===== config.mk =====
export PLATFORM = sky130hd
export DESIGN_NAME = disp_irq_status
export DESIGN_NICKNAME = d
export VERILOG_FILES = /design/src/rtl/disp_irq_pkg.sv /design/src/rtl/disp_ctl_regs.sv /design/src/rtl/disp_evt_route.sv /design/src/rtl/disp_irq_merge.sv /design/src/rtl/disp_irq_status.sv
export SDC_FILE = /design/constraint.sdc
export NUM_CORES = 1
export LEC_CHECK = 0
export BUFFER_PORTS_ARGS = -buffer_cell sky130_fd_sc_hd__clkbuf_2
export CORE_MARGIN = 2
export CORE_UTILIZATION = 55
export DETAILED_ROUTE_END_ITERATION = 12
export PLACE_DENSITY = 0.93
export REMOVE_ABC_BUFFERS = 1
export SYNTH_ARGS = -nofsm -noshare
export SYNTH_HDL_FRONTEND = slang
export SYNTH_SLANG_ARGS = --single-unit

===== constraint.sdc =====
create_clock -name clk -period 3 [get_ports clk]
set_input_delay 0 -clock clk [delete_from_list [all_inputs] [get_ports clk]]
set_output_delay 0 -clock clk [all_outputs]
set_load 0.05 [all_outputs]

===== src/rtl/disp_irq_pkg.sv =====
package disp_irq_pkg;
  localparam int REG_W  = 32;
  localparam int ADDR_W = 3;
  localparam int ID_W   = 32;

  localparam logic [ADDR_W-1:0] A_CTLA = 3'd0;
  localparam logic [ADDR_W-1:0] A_CTLB = 3'd1;
  localparam logic [ADDR_W-1:0] A_CTLC = 3'd2;
  localparam logic [ADDR_W-1:0] A_STP  = 3'd3;
  localparam logic [ADDR_W-1:0] A_STS  = 3'd4;
  localparam logic [ADDR_W-1:0] A_IDC  = 3'd5;

  localparam logic [REG_W-1:0] CTLA_WMASK = 32'h07FF_FFFF;
  localparam logic [REG_W-1:0] CTLB_WMASK = 32'hEFFF_FFFF;
  localparam logic [REG_W-1:0] CTLC_WMASK = 32'h3F3F_3F3F;
  localparam logic [REG_W-1:0] STS_CMASK  = 32'h003E_3F3F;

  // primary status bit positions
  localparam int P_LFD  = 0;
  localparam int P_SOF  = 1;
  localparam int P_BER  = 2;
  localparam int P_ACB  = 3;
  localparam int P_UD0  = 4;
  localparam int P_UD1  = 5;
  localparam int P_OUF  = 6;
  localparam int P_QDS  = 7;
  localparam int P_EOF  = 8;
  localparam int P_BRS  = 9;
  localparam int P_SUM  = 10;
  localparam int P_RDS  = 11;
  localparam int P_CMD  = 12;
  localparam int P_CHLO = 28;

  // control A bit positions
  localparam int C_EN   = 0;
  localparam int C_MLFD = 3;
  localparam int C_MSOF = 4;
  localparam int C_MUD0 = 5;
  localparam int C_MEOF = 6;
  localparam int C_DREQ = 10;
  localparam int C_MQDS = 11;
  localparam int C_MBRS = 20;
  localparam int C_MOUF = 21;
  localparam int C_NOAB = 22;
  localparam int C_MRDS = 23;
  localparam int C_MCMD = 24;
  localparam int C_MUD1 = 24; // in control C

  // secondary status offsets
  localparam int S_SOF = -1;
  localparam int S_EOF = 7;
  localparam int S_BRS = 15;
endpackage


===== src/rtl/disp_ctl_regs.sv =====
module disp_ctl_regs
  import disp_irq_pkg::*;
(
  input  logic             clk,
  input  logic             rst_n,
  input  logic             wr_en,
  input  logic [ADDR_W-1:0] wr_addr,
  input  logic [REG_W-1:0] wr_data,
  input  logic             frame_end,
  output logic [REG_W-1:0] ctla,
  output logic [REG_W-1:0] ctlb,
  output logic [REG_W-1:0] ctlc,
  output logic             qds_set,
  output logic             acb_set,
  output logic             lfd_set
);
  logic wa, wb, wc;
  assign wa = wr_en && (wr_addr == A_CTLA);
  assign wb = wr_en && (wr_addr == A_CTLB);
  assign wc = wr_en && (wr_addr == A_CTLC);

  assign qds_set = wa && ctla[C_EN] && !wr_data[C_EN];
  assign acb_set = wa && (|ctlb[19:16]) && wr_data[C_EN] && !wr_data[C_NOAB];
  assign lfd_set = frame_end && ctla[C_EN] && ctla[C_DREQ];

  always_ff @(posedge clk) begin
    if (!rst_n) begin
      ctla <= '0;
      ctlb <= '0;
      ctlc <= '0;
    end else begin
      if (wa)           ctla <= wr_data & CTLA_WMASK;
      else if (lfd_set) ctla[C_EN] <= 1'b0;
      if (wb) ctlb <= wr_data & CTLB_WMASK;
      if (wc) ctlc <= wr_data & CTLC_WMASK;
    end
  end

  // a disable request at frame end turns the controller off
  p_lfd_off_r11: assert property (@(posedge clk) disable iff (!rst_n)
    (frame_end && ctla[C_EN] && ctla[C_DREQ] && !wa) |=> !ctla[C_EN]);

  // control C never holds bits outside its write mask after a write
  p_ctlc_mask_r13: assert property (@(posedge clk) disable iff (!rst_n)
    wc |=> ((ctlc & ~CTLC_WMASK) == '0));
endmodule


===== src/rtl/disp_evt_route.sv =====
module disp_evt_route
  import disp_irq_pkg::*;
#(
  parameter int NCH = 7
) (
  input  logic [NCH-1:0]      sof_pulse,
  input  logic [NCH-1:0]      sof_en,
  input  logic [NCH-1:0]      eof_pulse,
  input  logic [NCH-1:0]      eof_en,
  input  logic [NCH-1:0]      brs_pulse,
  input  logic [1:0]          udr_pulse,
  input  logic                ouf_pulse,
  input  logic                rdst_pulse,
  input  logic                cmd_pulse,
  input  logic                ber_pulse,
  input  logic [2:0]          ber_chan,
  input  logic [NCH*ID_W-1:0] frame_ids,
  input  logic [REG_W-1:0]    ctla,
  input  logic [REG_W-1:0]    ctlc,
  output logic [REG_W-1:0]    set_p,
  output logic [REG_W-1:0]    set_s,
  output logic                id_we,
  output logic [ID_W-1:0]     id_val
);
  logic [NCH-1:0]  sof_a, eof_a, hit;
  logic [ID_W-1:0] fid [NCH];

  genvar g;
  generate
    for (g = 0; g < NCH; g++) begin : g_fid
      assign fid[g] = frame_ids[g*ID_W +: ID_W];
    end
  endgenerate

  assign sof_a = sof_pulse & sof_en;
  assign eof_a = eof_pulse & eof_en;

  always_comb begin
    set_p = '0;
    set_s = '0;
    set_p[P_SOF] = sof_a[0];
    set_p[P_EOF] = eof_a[0];
    set_p[P_BRS] = brs_pulse[0];
    set_p[P_UD0] = udr_pulse[0];
    set_p[P_UD1] = udr_pulse[1];
    set_p[P_OUF] = ouf_pulse;
    set_p[P_RDS] = rdst_pulse;
    set_p[P_CMD] = cmd_pulse;
    set_p[P_BER] = ber_pulse;
    hit = '0;
    hit[0] = (sof_a[0] && !ctla[C_MSOF]) || (eof_a[0] && !ctla[C_MEOF]) ||
             (brs_pulse[0] && !ctla[C_MBRS]);
    for (int c = 1; c < NCH; c++) begin
      set_s[c + S_SOF] = sof_a[c];
      set_s[c + S_EOF] = eof_a[c];
      set_s[c + S_BRS] = brs_pulse[c];
      hit[c] = (sof_a[c] && !ctlc[c + S_SOF]) || (eof_a[c] && !ctlc[c + S_EOF]) ||
               (brs_pulse[c] && !ctlc[c + S_BRS]);
    end
    id_we = ber_pulse || (|hit);
    set_p[P_SUM] = id_we;
    id_val = '0;
    for (int c = 0; c < NCH; c++)
      if (hit[c]) id_val = fid[c];
    if (ber_pulse) begin
      id_val = '0;
      for (int c = 0; c < NCH; c++)
        if (ber_chan == 3'(c)) id_val = fid[c];
    end
  end
endmodule


===== src/rtl/disp_irq_merge.sv =====
module disp_irq_merge
  import disp_irq_pkg::*;
(
  input  logic             clk,
  input  logic             rst_n,
  input  logic [REG_W-1:0] stat_p,
  input  logic [REG_W-1:0] stat_s,
  input  logic [REG_W-1:0] ctla,
  input  logic [REG_W-1:0] ctlc,
  output logic             irq
);
  logic [REG_W-1:0] live_p;
  logic             irq_d;

  always_comb begin
    live_p = '0;
    live_p[P_LFD] = !ctla[C_MLFD];
    live_p[P_SOF] = !ctla[C_MSOF];
    live_p[P_UD0] = !ctla[C_MUD0];
    live_p[P_UD1] = !ctlc[C_MUD1];
    live_p[P_OUF] = !ctla[C_MOUF];
    live_p[P_QDS] = !ctla[C_MQDS];
    live_p[P_EOF] = !ctla[C_MEOF];
    live_p[P_BRS] = !ctla[C_MBRS];
    live_p[P_RDS] = !ctla[C_MRDS];
    live_p[P_CMD] = !ctla[C_MCMD];
    irq_d = (|(stat_p & live_p)) || (|(stat_s & ~ctlc));
  end

  always_ff @(posedge clk) begin
    if (!rst_n) irq <= 1'b0;
    else        irq <= irq_d;
  end

  // unmasked secondary status raises the line one edge later
  p_sec_irq_r7: assert property (@(posedge clk) disable iff (!rst_n)
    (|(stat_s & ~ctlc)) |=> irq);

  // bus error, AC-bias and summary alone never raise the line
  p_quiet_r7: assert property (@(posedge clk) disable iff (!rst_n)
    (((stat_p & ~32'h7000_040C) == '0) && (stat_s == '0)) |=> !irq);
endmodule


===== src/rtl/disp_irq_status.sv =====
module disp_irq_status
  import disp_irq_pkg::*;
#(
  parameter int NCH = 7
) (
  input  logic                clk,
  input  logic                rst_n,
  input  logic                wr_en,
  input  logic [2:0]          wr_addr,
  input  logic [31:0]         wr_data,
  input  logic [2:0]          rd_addr,
  output logic [31:0]         rd_data,
  input  logic [NCH-1:0]      sof_pulse,
  input  logic [NCH-1:0]      sof_en,
  input  logic [NCH-1:0]      eof_pulse,
  input  logic [NCH-1:0]      eof_en,
  input  logic [NCH-1:0]      brs_pulse,
  input  logic [1:0]          udr_pulse,
  input  logic                ouf_pulse,
  input  logic                rdst_pulse,
  input  logic                cmd_pulse,
  input  logic                ber_pulse,
  input  logic [2:0]          ber_chan,
  input  logic                frame_end,
  input  logic [NCH*32-1:0]   frame_ids,
  output logic                irq
);
  logic [REG_W-1:0] ctla, ctlb, ctlc;
  logic [REG_W-1:0] stat_p, stat_s;
  logic [ID_W-1:0]  id_cap;
  logic [REG_W-1:0] set_p, set_s, clr_p, clr_s, nxt_p;
  logic             qds_set, acb_set, lfd_set, id_we;
  logic [ID_W-1:0]  id_val;
  logic             wsp, wss;

  disp_ctl_regs u_ctl (
    .clk(clk), .rst_n(rst_n), .wr_en(wr_en), .wr_addr(wr_addr),
    .wr_data(wr_data), .frame_end(frame_end), .ctla(ctla), .ctlb(ctlb),
    .ctlc(ctlc), .qds_set(qds_set), .acb_set(acb_set), .lfd_set(lfd_set)
  );

  disp_evt_route #(.NCH(NCH)) u_route (
    .sof_pulse(sof_pulse), .sof_en(sof_en), .eof_pulse(eof_pulse),
    .eof_en(eof_en), .brs_pulse(brs_pulse), .udr_pulse(udr_pulse),
    .ouf_pulse(ouf_pulse), .rdst_pulse(rdst_pulse), .cmd_pulse(cmd_pulse),
    .ber_pulse(ber_pulse), .ber_chan(ber_chan), .frame_ids(frame_ids),
    .ctla(ctla), .ctlc(ctlc), .set_p(set_p), .set_s(set_s),
    .id_we(id_we), .id_val(id_val)
  );

  disp_irq_merge u_merge (
    .clk(clk), .rst_n(rst_n), .stat_p(stat_p), .stat_s(stat_s),
    .ctla(ctla), .ctlc(ctlc), .irq(irq)
  );

  assign wsp = wr_en && (wr_addr == A_STP);
  assign wss = wr_en && (wr_addr == A_STS);

  always_comb begin
    clr_p = '0;
    if (wsp) begin
      clr_p[11:0] = wr_data[11:0];
      clr_p[P_CHLO +: 3] = {3{wr_data[P_BER]}};
    end
    clr_s = wss ? (wr_data & STS_CMASK) : '0;
    nxt_p = (stat_p & ~clr_p) | set_p;
    nxt_p[P_QDS] = nxt_p[P_QDS] | qds_set;
    nxt_p[P_ACB] = nxt_p[P_ACB] | acb_set;
    nxt_p[P_LFD] = nxt_p[P_LFD] | lfd_set;
    if (ber_pulse) nxt_p[P_CHLO +: 3] = ber_chan;
  end

  always_ff @(posedge clk) begin
    if (!rst_n) begin
      stat_p <= '0;
      stat_s <= '0;
      id_cap <= '0;
    end else begin
      stat_p <= nxt_p;
      stat_s <= (stat_s & ~clr_s) | set_s;
      if (id_we) id_cap <= id_val;
    end
  end

  always_comb begin
    unique case (rd_addr)
      A_CTLA:  rd_data = ctla;
      A_CTLB:  rd_data = ctlb;
      A_CTLC:  rd_data = ctlc;
      A_STP:   rd_data = stat_p;
      A_STS:   rd_data = stat_s;
      A_IDC:   rd_data = id_cap;
      default: rd_data = '0;
    endcase
  end

  // a bus error leaves its flag, the summary and the channel number
  p_ber_flag_r6: assert property (@(posedge clk) disable iff (!rst_n)
    ber_pulse |=> (stat_p[P_BER] && stat_p[P_SUM] && stat_p[30:28] == $past(ber_chan)));

  // an event beats a clear on the same edge
  p_set_wins_r9: assert property (@(posedge clk) disable iff (!rst_n)
    (rdst_pulse && wsp && wr_data[P_RDS]) |=> stat_p[P_RDS]);

  // dropping the enable raises the quick-disable flag
  p_qds_r10: assert property (@(posedge clk) disable iff (!rst_n)
    (wr_en && wr_addr == A_CTLA && ctla[C_EN] && !wr_data[C_EN]) |=> stat_p[P_QDS]);

  // a disable request at frame end raises the last-frame flag
  p_lfd_r11: assert property (@(posedge clk) disable iff (!rst_n)
    (frame_end && ctla[C_EN] && ctla[C_DREQ]) |=> stat_p[P_LFD]);

  // a disabled start-of-frame alone leaves secondary status unchanged
  p_sof_gate_r4: assert property (@(posedge clk) disable iff (!rst_n)
    ((sof_pulse & ~sof_en) != '0 && (sof_pulse & sof_en) == '0 && eof_pulse == '0 &&
     brs_pulse == '0 && !wss) |=> $stable(stat_s));
endmodule


==> results of run 1 <==
-- layout make-up --
| type | count | area (um2) |
|---|---|---|
| clock inverters | 12 | 176 |
| fillers | 1511 | 5400 |
| multi-input cells | 1107 | 7320 |
| well taps | 265 | 332 |
| flip-flops and latches | 149 | 2980 |
| inverters | 32 | 120 |
| repair buffers | 462 | 2860 |
| diodes | 1 | 2.50 |
| clock buffers | 20 | 467 |
-- final timing paths --
| path | to | from | depth (start not counted) |
|---|---|---|---|
| max | id_cap[11]$_SDFFE_PN0P_ | u_ctl.ctlc[0]$_SDFFE_PN0P_ | 7 |
| max reg2reg | id_cap[11]$_SDFFE_PN0P_ | u_ctl.ctlc[0]$_SDFFE_PN0P_ | 7 |
| min | id_cap[18]$_SDFFE_PN0P_ | frame_ids[178] | 5 |
| min reg2reg | u_ctl.ctla[26]$_SDFFE_PN0P_ | u_ctl.ctla[26]$_SDFFE_PN0P_ | 2 |
-- repair_timing --
action | in CTS | in global routing
gates resized for setup | 0 | 0
endpoints found under the setup margin | 0 | 0
hold buffers | 82 | 0
hold endpoints to repair | 112 | 0
-- flip-flops by register name, summed over array words and instances, names as in the netlist --
name and flops:
u_ctl.ctla 27, id_cap 32, u_ctl.ctlc 24, u_merge.irq 1
stat_p 16, stat_s 18, u_ctl.ctlb 31
-- synth_stat cells (30+ instances only) --
library cell / n
nand2_1: 304
dfxtp_1: 149
clkbuf_1: 94
a21boi_0: 92
o21ai_0: 82
mux2i_1: 68
nor2_1: 67
a311o_1: 64
o211ai_1: 60
a22oi_1: 51
nand3_1: 36
a31oi_1: 34
a21oi_1: 33
nor3_1: 33
a2bb2oi_1: 32
inv_1: 32
mux4_2: 30
-- worst reg2reg max path, delay by kind of cell (launching register included) --
| kind | cells | cell delay, ps |
|---|---|---|
| flops | 1 | 380 |
| simple gates | 4 | 1370 |
| compound gates | 2 | 460 |
| buf+inv | 1 | 330 |
-- through the flow --
step / total power, uW / instance area, um2 / setup slack (ps)
3_3_place_gp: 3570 / 12800 / 738
6_report: 6100 / 14300 / 309
2_1_floorplan: 2890 / 10300 / -1510
4_1_cts: 5990 / 14300 / 533
3_5_place_dp: 3600 / 12800 / 541
5_1_grt: 6270 / 14300 / 259
-- per-layer routing --
metal  vias up  track usage  part of all wire  wire, um
met4         2        0.296             0.072      3450
met2      1314        0.699              0.45     21600
met1      6423        0.504              0.34     16300
met5         -       0.0136           0.00088        42
met3       335        0.135              0.13      6330
li1       5971            -                 -         -
-- power breakdown --
group / switching [uW] / internal (uW)
Clock: 913 / 1460
Combinational: 914 / 670
Sequential: 77.9 / 2070
Total: 1910 / 4200
-- logic make-up (layout without fill, tap and decap cells) --
kind of cell	count (synthesis)	after routing	synth area share
DFF	149	149	0.269
other	0	1	0
and+or+nand+nor	503	503	0.195
AOI/OAI and AO/OA	497	497	0.326
buffers and inverters	175	526	0.0785
muxes	107	107	0.131
==> metrics.md, run 1 <==
| Metric | Value |
|---|---|
| Clk buf depth | `2` |
| Die ar. | `21300 um2` |
| Layout area overhead | `28.6%` |
| Max FO, Critical Path | `between 60 and 70` |
| Routed len/inst | `23.3 um` |
| Critical Path AT | `2970 ps` |
| Die height | `146 um` |
| Top cells by area, synth | `dfxtp_1 (27%), nand2_1 (10%), a21boi_0 (6.2%)` |
| First-pass GRT wire length | `74600 um` |
| Actual slew at the worst max-slew pin | `between 1000 and 1500 ps` |
| TritonCTS Sinks | `about 150` |
| Dpl cells | `~1900` |
| Worst VDD drop | `0.294 mV` |
| Total track usage | `0.438` |
| Dpl hpwl | `31100 um` |
| Fin crit share | `0.897` |
| Yosys cell types | `53` |
| Mapped Area | `~11000 um2` |
| Crit path buf inv count | `1` |
| Via density | `6.86` |
| RSZ-0062 raised after global routing | `no` |
| DRC viols | `0` |
| CTS tree | `built` |
| Max Clock Freq | `0.372 GHz` |
| Starting density of the core | `0.564` |
| Synth Register Bits | `149` |
| Post-Route Utilization | `0.725` |
| CP Capture Type | `flip-flop` |
| Commonest non-fill, non-tap cells in the layout | `clkbuf_2 (339), nand2_1 (304), dfxtp_1 (149)` |
| Number of antenna violations at the first check in global routing | `1` |
| Hold Slack | `about 22 ps` |
| Layout cell share with drive strength beyond 1 | `0.262` |
| Finished Layout Cells | `roughly 2000` |
| Worst path slowest cell | `nor4b_1` |
| Port-buffer cells | `approximately 340` |
| CTS H-tree lvls | `4` |
| CP cell instances | `nand3b_1 -> nand3_4 -> nor4b_1 -> nand3_2 -> buf_4 -> o21ai_0 -> a31oi_1` |
| Vias in the first global route | `between 10000 and 15000` |
| Clk_lat worst skew | `440 ps` |
| Tmin final | `2690 ps` |
| Final #Nets | `2079` |
| Die Span X | `between 100 and 150 um` |
| Num ports | `approximately 340` |
| Static Leak | `0.00575 uW` |
| Row cnt | `51` |
| CTS Buf Count | `17` |
| Avg Cell Area, Syn | `7.75 um2` |
| EDFF count, synth | `0` |
| Dominant cell type by area after synthesis | `dfxtp_1` |
| Slew margin rel. | `0.202` |
| Reg2reg setup slack | `310 ps` |
| Largest net degree at the start of global routing | `73` |
| Max Transition Viols Final | `0` |
| Skew final | `15.8 ps` |
| Crit path kind | `reg -> reg` |
| Max-cap viol count | `0` |
| Vias post-DR | `14045` |
| Drt pass-1 iters | `6` |
| Power density cells | `~430 nW/um2` |
| Status | `finished clean` |
| Routed WL | `47700 um` |
| Startpoint types | `flip-flop` |
| Post-synth top flop | `dfxtp_1` |
| Root buf cell | `clkbuf_16` |
| Number of synthesis warnings | `0` |
| Post-DRT Antenna Nets | `0` |
| Synth top area share | `0.269` |
| Setup violators final | `0` |
| Remaining global-route overflow | `0` |
| Core Area | `19700 um2` |
| Fin. Hold Viols | `0` |
| GPL Wtd Cong | `0.983` |
| CP delay by family, top | `simple AND/OR/NAND/NOR gates` |
| Post-synth ARST share | `0` |
| Post-Route Setup TNS | `0 ps` |
| Largest stage delay on the critical path | `between 500 and 600 ps` |
| Critical Path RT | `3280 ps` |
| Iteration-0 DRC Markers | `2212` |
| Post-CTS Setup Repair Bufs | `0` |
| Clock Pin Slew Worst Setup and Hold Paths | `70 ps` |
| Commonest non-fill, non-tap cell in the layout | `clkbuf_2` |
| Mapped Cells | `1431` |
| Seq/Total Area, Yosys | `0.269` |
| Worst min path class | `in -> reg` |
Power figures use the tool's default switching activity.
==> run 2, diff against run 1 <==
--- a/config.mk
+++ b/config.mk
@@ -6,10 +6,12 @@
 export NUM_CORES = 1
 export LEC_CHECK = 0
 export BUFFER_PORTS_ARGS = -buffer_cell sky130_fd_sc_hd__clkbuf_2
+export CELL_PAD_IN_SITES_DETAIL_PLACEMENT = 1
+export CELL_PAD_IN_SITES_GLOBAL_PLACEMENT = 2
 export CORE_MARGIN = 2
-export CORE_UTILIZATION = 55
+export CORE_UTILIZATION = 31
 export DETAILED_ROUTE_END_ITERATION = 12
-export PLACE_DENSITY = 0.93
+export PLACE_DENSITY = 0.94
 export REMOVE_ABC_BUFFERS = 1
 export SYNTH_ARGS = -nofsm -noshare
 export SYNTH_HDL_FRONTEND = slang
==> constraint.sdc (replaced) <==
create_clock -name clk -period 3 [get_ports clk]
set_input_delay 0.15 -clock clk [delete_from_list [all_inputs] [get_ports clk]]
set_output_delay 0.15 -clock clk [all_outputs]
set_load 0.05 [all_outputs]
==> run 2 against run 1 <==
Compared with the run above: maximum frequency increased by 6.4%; first-iteration DRC count decreased by 54%; clock-buffer cell count unchanged; combinational power about the same; hold slack got worse by 2.6 ps; via count decreased by 7.2%; core utilization decreased by 33 points; non-clock buffer count decreased by 57; critical path type unchanged; largest cell class unchanged.
==> metrics.md, run 2 (synthesis results as in run 1) <==
| Metric | Value |
|---|---|
| Hold path startpoint | `wr_data[12] (was frame_ids[178])` |
| Routed len/inst | `24.4 um (was 23.3 um)` |
| CTS H-tree lvls | `4 (unchanged)` |
| Crit path kind | `reg -> reg (unchanged)` |
| Starting density of the core | `0.313 (was 0.564)` |
| Setup violators final | `0 (unchanged)` |
| Die ar. | `37300 um2 (was 21300 um2)` |
| Routed WL | `53500 um (was 47700 um)` |
| Area of the multi-input gates | `7340 um2 (was 7320 um2)` |
| Skew final | `10.2 ps (was 15.8 ps)` |
| Register Area | `2980 um2 (unchanged)` |
| Root buf cell | `clkbuf_16 (unchanged)` |
| Port-buffer cells | `342 (unchanged)` |
| Fin. Hold Viols | `0 (unchanged)` |
| Largest reg by FF count | `id_cap (unchanged)` |
| Max Clock Freq | `0.396 GHz (was 0.372 GHz)` |
| Finished Layout Cells | `2192 (was 2048)` |
| Num ports | `343 (unchanged)` |
| Worst VDD drop | `0.265 mV (was 0.294 mV)` |
| Number of antenna violations at the first check in global routing | `11 (was 1)` |
| Tmin final | `2530 ps (was 2690 ps)` |
| Drt pass-1 iters | `5 (was 6)` |
| Core Area | `35400 um2 (was 19700 um2)` |
| Critical Path AT | `2820 ps (was 2970 ps)` |
| Reg2reg start | `u_ctl.ctlc[8]$_SDFFE_PN0P_ (was u_ctl.ctlc[0]$_SDFFE_PN0P_)` |
| Clock Pin Slew Worst Setup and Hold Paths | `60 ps (was 70 ps)` |
| Post-DRT Antenna Nets | `0 (unchanged)` |
| Slew margin rel. | `0.391 (was 0.202)` |
| Dpl cells | `2132 (was 1933)` |
| CP cell instances | `nand3b_1 -> nand3_4 -> nor4b_1 -> nand3_4 -> buf_12 -> o21ai_0 -> a31oi_1 (was nand3b_1 -> nand3_4 -> nor4b_1 -> nand3_2 -> buf_4 -> o21ai_0 -> a31oi_1)` |
| Via density | `5.95 (was 6.86)` |
| Commonest non-fill, non-tap cell in the layout | `clkbuf_2 (unchanged)` |
| Setup WS post-layout | `472 ps (was 309 ps)` |
| Total track usage | `0.284 (was 0.438)` |
| Reg2reg setup slack | `470 ps (was 310 ps)` |
| Setup slack at placement | `515 ps (was 541 ps)` |
| Layout area overhead | `26.8% (was 28.6%)` |
| Die Span X | `193 um (was 146 um)` |
| RSZ-0062 raised after global routing | `no (unchanged)` |
| Clk buf depth | `2 (unchanged)` |
| Worst min path class | `in -> reg (unchanged)` |
| Final #Nets | `2022 (was 2079)` |
| CTS tree | `built (unchanged)` |
| Hold EP | `u_ctl.ctla[12]$_SDFFE_PN0P_ (was id_cap[18]$_SDFFE_PN0P_)` |
| Power density cells | `416 nW/um2 (was 428 nW/um2)` |
| Worst hold path depth | `3 (was 5)` |
| Commonest non-fill, non-tap cells in the layout | `clkbuf_2 (331), nand2_1 (304), dfxtp_1 (149) (was clkbuf_2 (339), nand2_1 (304), dfxtp_1 (149))` |
| Row cnt | `69 (was 51)` |
| Fillers | `4413 (was 1511)` |
| Layout cell share with drive strength beyond 1 | `0.273 (was 0.262)` |
| Dpl hpwl | `38200 um (was 31100 um)` |
| Vias in the first global route | `13668 (was 14104)` |
| Largest stage delay on the critical path | `650 ps (was 580 ps)` |
| Max-cap viol count | `0 (unchanged)` |
| Iteration-0 DRC Markers | `1012 (was 2212)` |
| Worst path slowest cell | `nor4b_1 (unchanged)` |
| Remaining global-route overflow | `0 (unchanged)` |
| CP Capture Type | `flip-flop (unchanged)` |
| Reg2Reg Capture Point | `id_cap[8]$_SDFFE_PN0P_ (was id_cap[11]$_SDFFE_PN0P_)` |
| Startpoint types | `flip-flop (unchanged)` |
| Vias post-DR | `13034 (was 14045)` |
| Static Leak | `0.00553 uW (was 0.00575 uW)` |
| Largest register FFs | `32 (unchanged)` |
| Post-Route Setup TNS | `0 ps (unchanged)` |
| Fin crit share | `0.843 (was 0.897)` |
| Critical Path RT | `3290 ps (was 3280 ps)` |
| Max Transition Viols Final | `0 (unchanged)` |
| First-pass GRT wire length | `80400 um (was 74600 um)` |
| Largest net degree at the start of global routing | `90 (was 73)` |
| TritonCTS Sinks | `149 (unchanged)` |
| Status | `finished clean (unchanged)` |
| Crit path top cell by count | `nand3_4` |
| Pwr Total | `5850 uW (was 6100 uW)` |
| Post-CTS Resized | `0 (unchanged)` |
| DRC viols | `0 (unchanged)` |
| Max FO, Critical Path | `54 (was 65)` |
| Largest regs | `id_cap: 32 flops, u_ctl.ctlb: 31 flops, u_ctl.ctla: 27 flops (unchanged)` |
| Clk_lat worst skew | `430 ps (was 440 ps)` |
| GPL Wtd Cong | `0.913 (was 0.983)` |
| Die height | `193 um (was 146 um)` |
| R2R depth | `7 (unchanged)` |
| Actual slew at the worst max-slew pin | `914 ps (was 1200 ps)` |
| CTS Buf Count | `17 (unchanged)` |
-- run 2: changes by cell type in the layout (fill, tap and decap cells not counted), moves of 2 or more --
cell | previous run | this run
inv_6 | 0 | 3
dlygate4sd3_1 | 82 | 22
nand3_2 | 2 | 0
clkbuf_2 | 339 | 331
nand3_4 | 1 | 3
buf_12 | 3 | 15
diode_2 | 1 | 6
bufinv_16 | 4 | 1
-- run 2: how the worst max path moves through the flow --
stage,from,end,depth (start not counted)
after floorplan,u_ctl.ctlc[10]$_SDFFE_PN0P_,id_cap[6]$_SDFFE_PN0P_,5
after global placement,u_ctl.ctlc[8]$_SDFFE_PN0P_,id_cap[6]$_SDFFE_PN0P_,7
after detailed placement,u_ctl.ctlc[8]$_SDFFE_PN0P_,id_cap[8]$_SDFFE_PN0P_,7
after CTS,u_ctl.ctlc[8]$_SDFFE_PN0P_,id_cap[8]$_SDFFE_PN0P_,7
after global routing,u_ctl.ctlc[8]$_SDFFE_PN0P_,id_cap[29]$_SDFFE_PN0P_,7
final,u_ctl.ctlc[8]$_SDFFE_PN0P_,id_cap[8]$_SDFFE_PN0P_,7
-- run 2: worst max-delay path, delay by kind of cell (launching register included) --
family | cells | cell delay (ps)
and+or+nand+nor | 4 | 1470
AOI/OAI and AO/OA | 2 | 260
buffers and inverters | 1 | 250
DFF | 1 | 370
-- run 2: stage by stage --
| step | util | hold slack, ps | area [um2] |
|---|---|---|---|
| global placement | 0.375 | 349 | 13300 |
| CTS | 0.397 | 0.0531 | 14100 |
| global route | 0.397 | 13.4 | 14100 |
| finish | 0.397 | 19.1 | 14100 |
| detailed placement | 0.375 | 359 | 13300 |
| floorplan | - | 260 | 10300 |
-- run 2: final cells by class --
type                            count  share of cell area
Inverter                           32             0.00854
Tap cell                          461              0.0410
Multi-Input combinational cell   1107               0.522
Timing Repair Buffer              405               0.174
Clock inverter                     12             0.00845
Sequential cell                   149               0.212
Antenna cell                        6             0.00107
Clock buffer                       20              0.0325
-- run 2: timing repair --
action | in CTS | in global routing
setup buffers | 0 | 0
hold buffers | 22 | 0
endpoints found under the hold margin | 33 | 0
-- run 2: routing by layer --
layer,vias up,wire (um),track usage
met5,-,54,0
met4,8,2150,0.130
met3,139,3700,0.0521
met2,589,24900,0.465
met1,6435,22600,0.362
li1,5863,-,-
-- run 2: report_power, final --
part	internal, uW	leakage, uW	switching, uW	total (uW)
sequential	2070	0.00122	76.3	2140
clock	1200	0.000279	941	2140
combinational	635	0.00403	932	1570
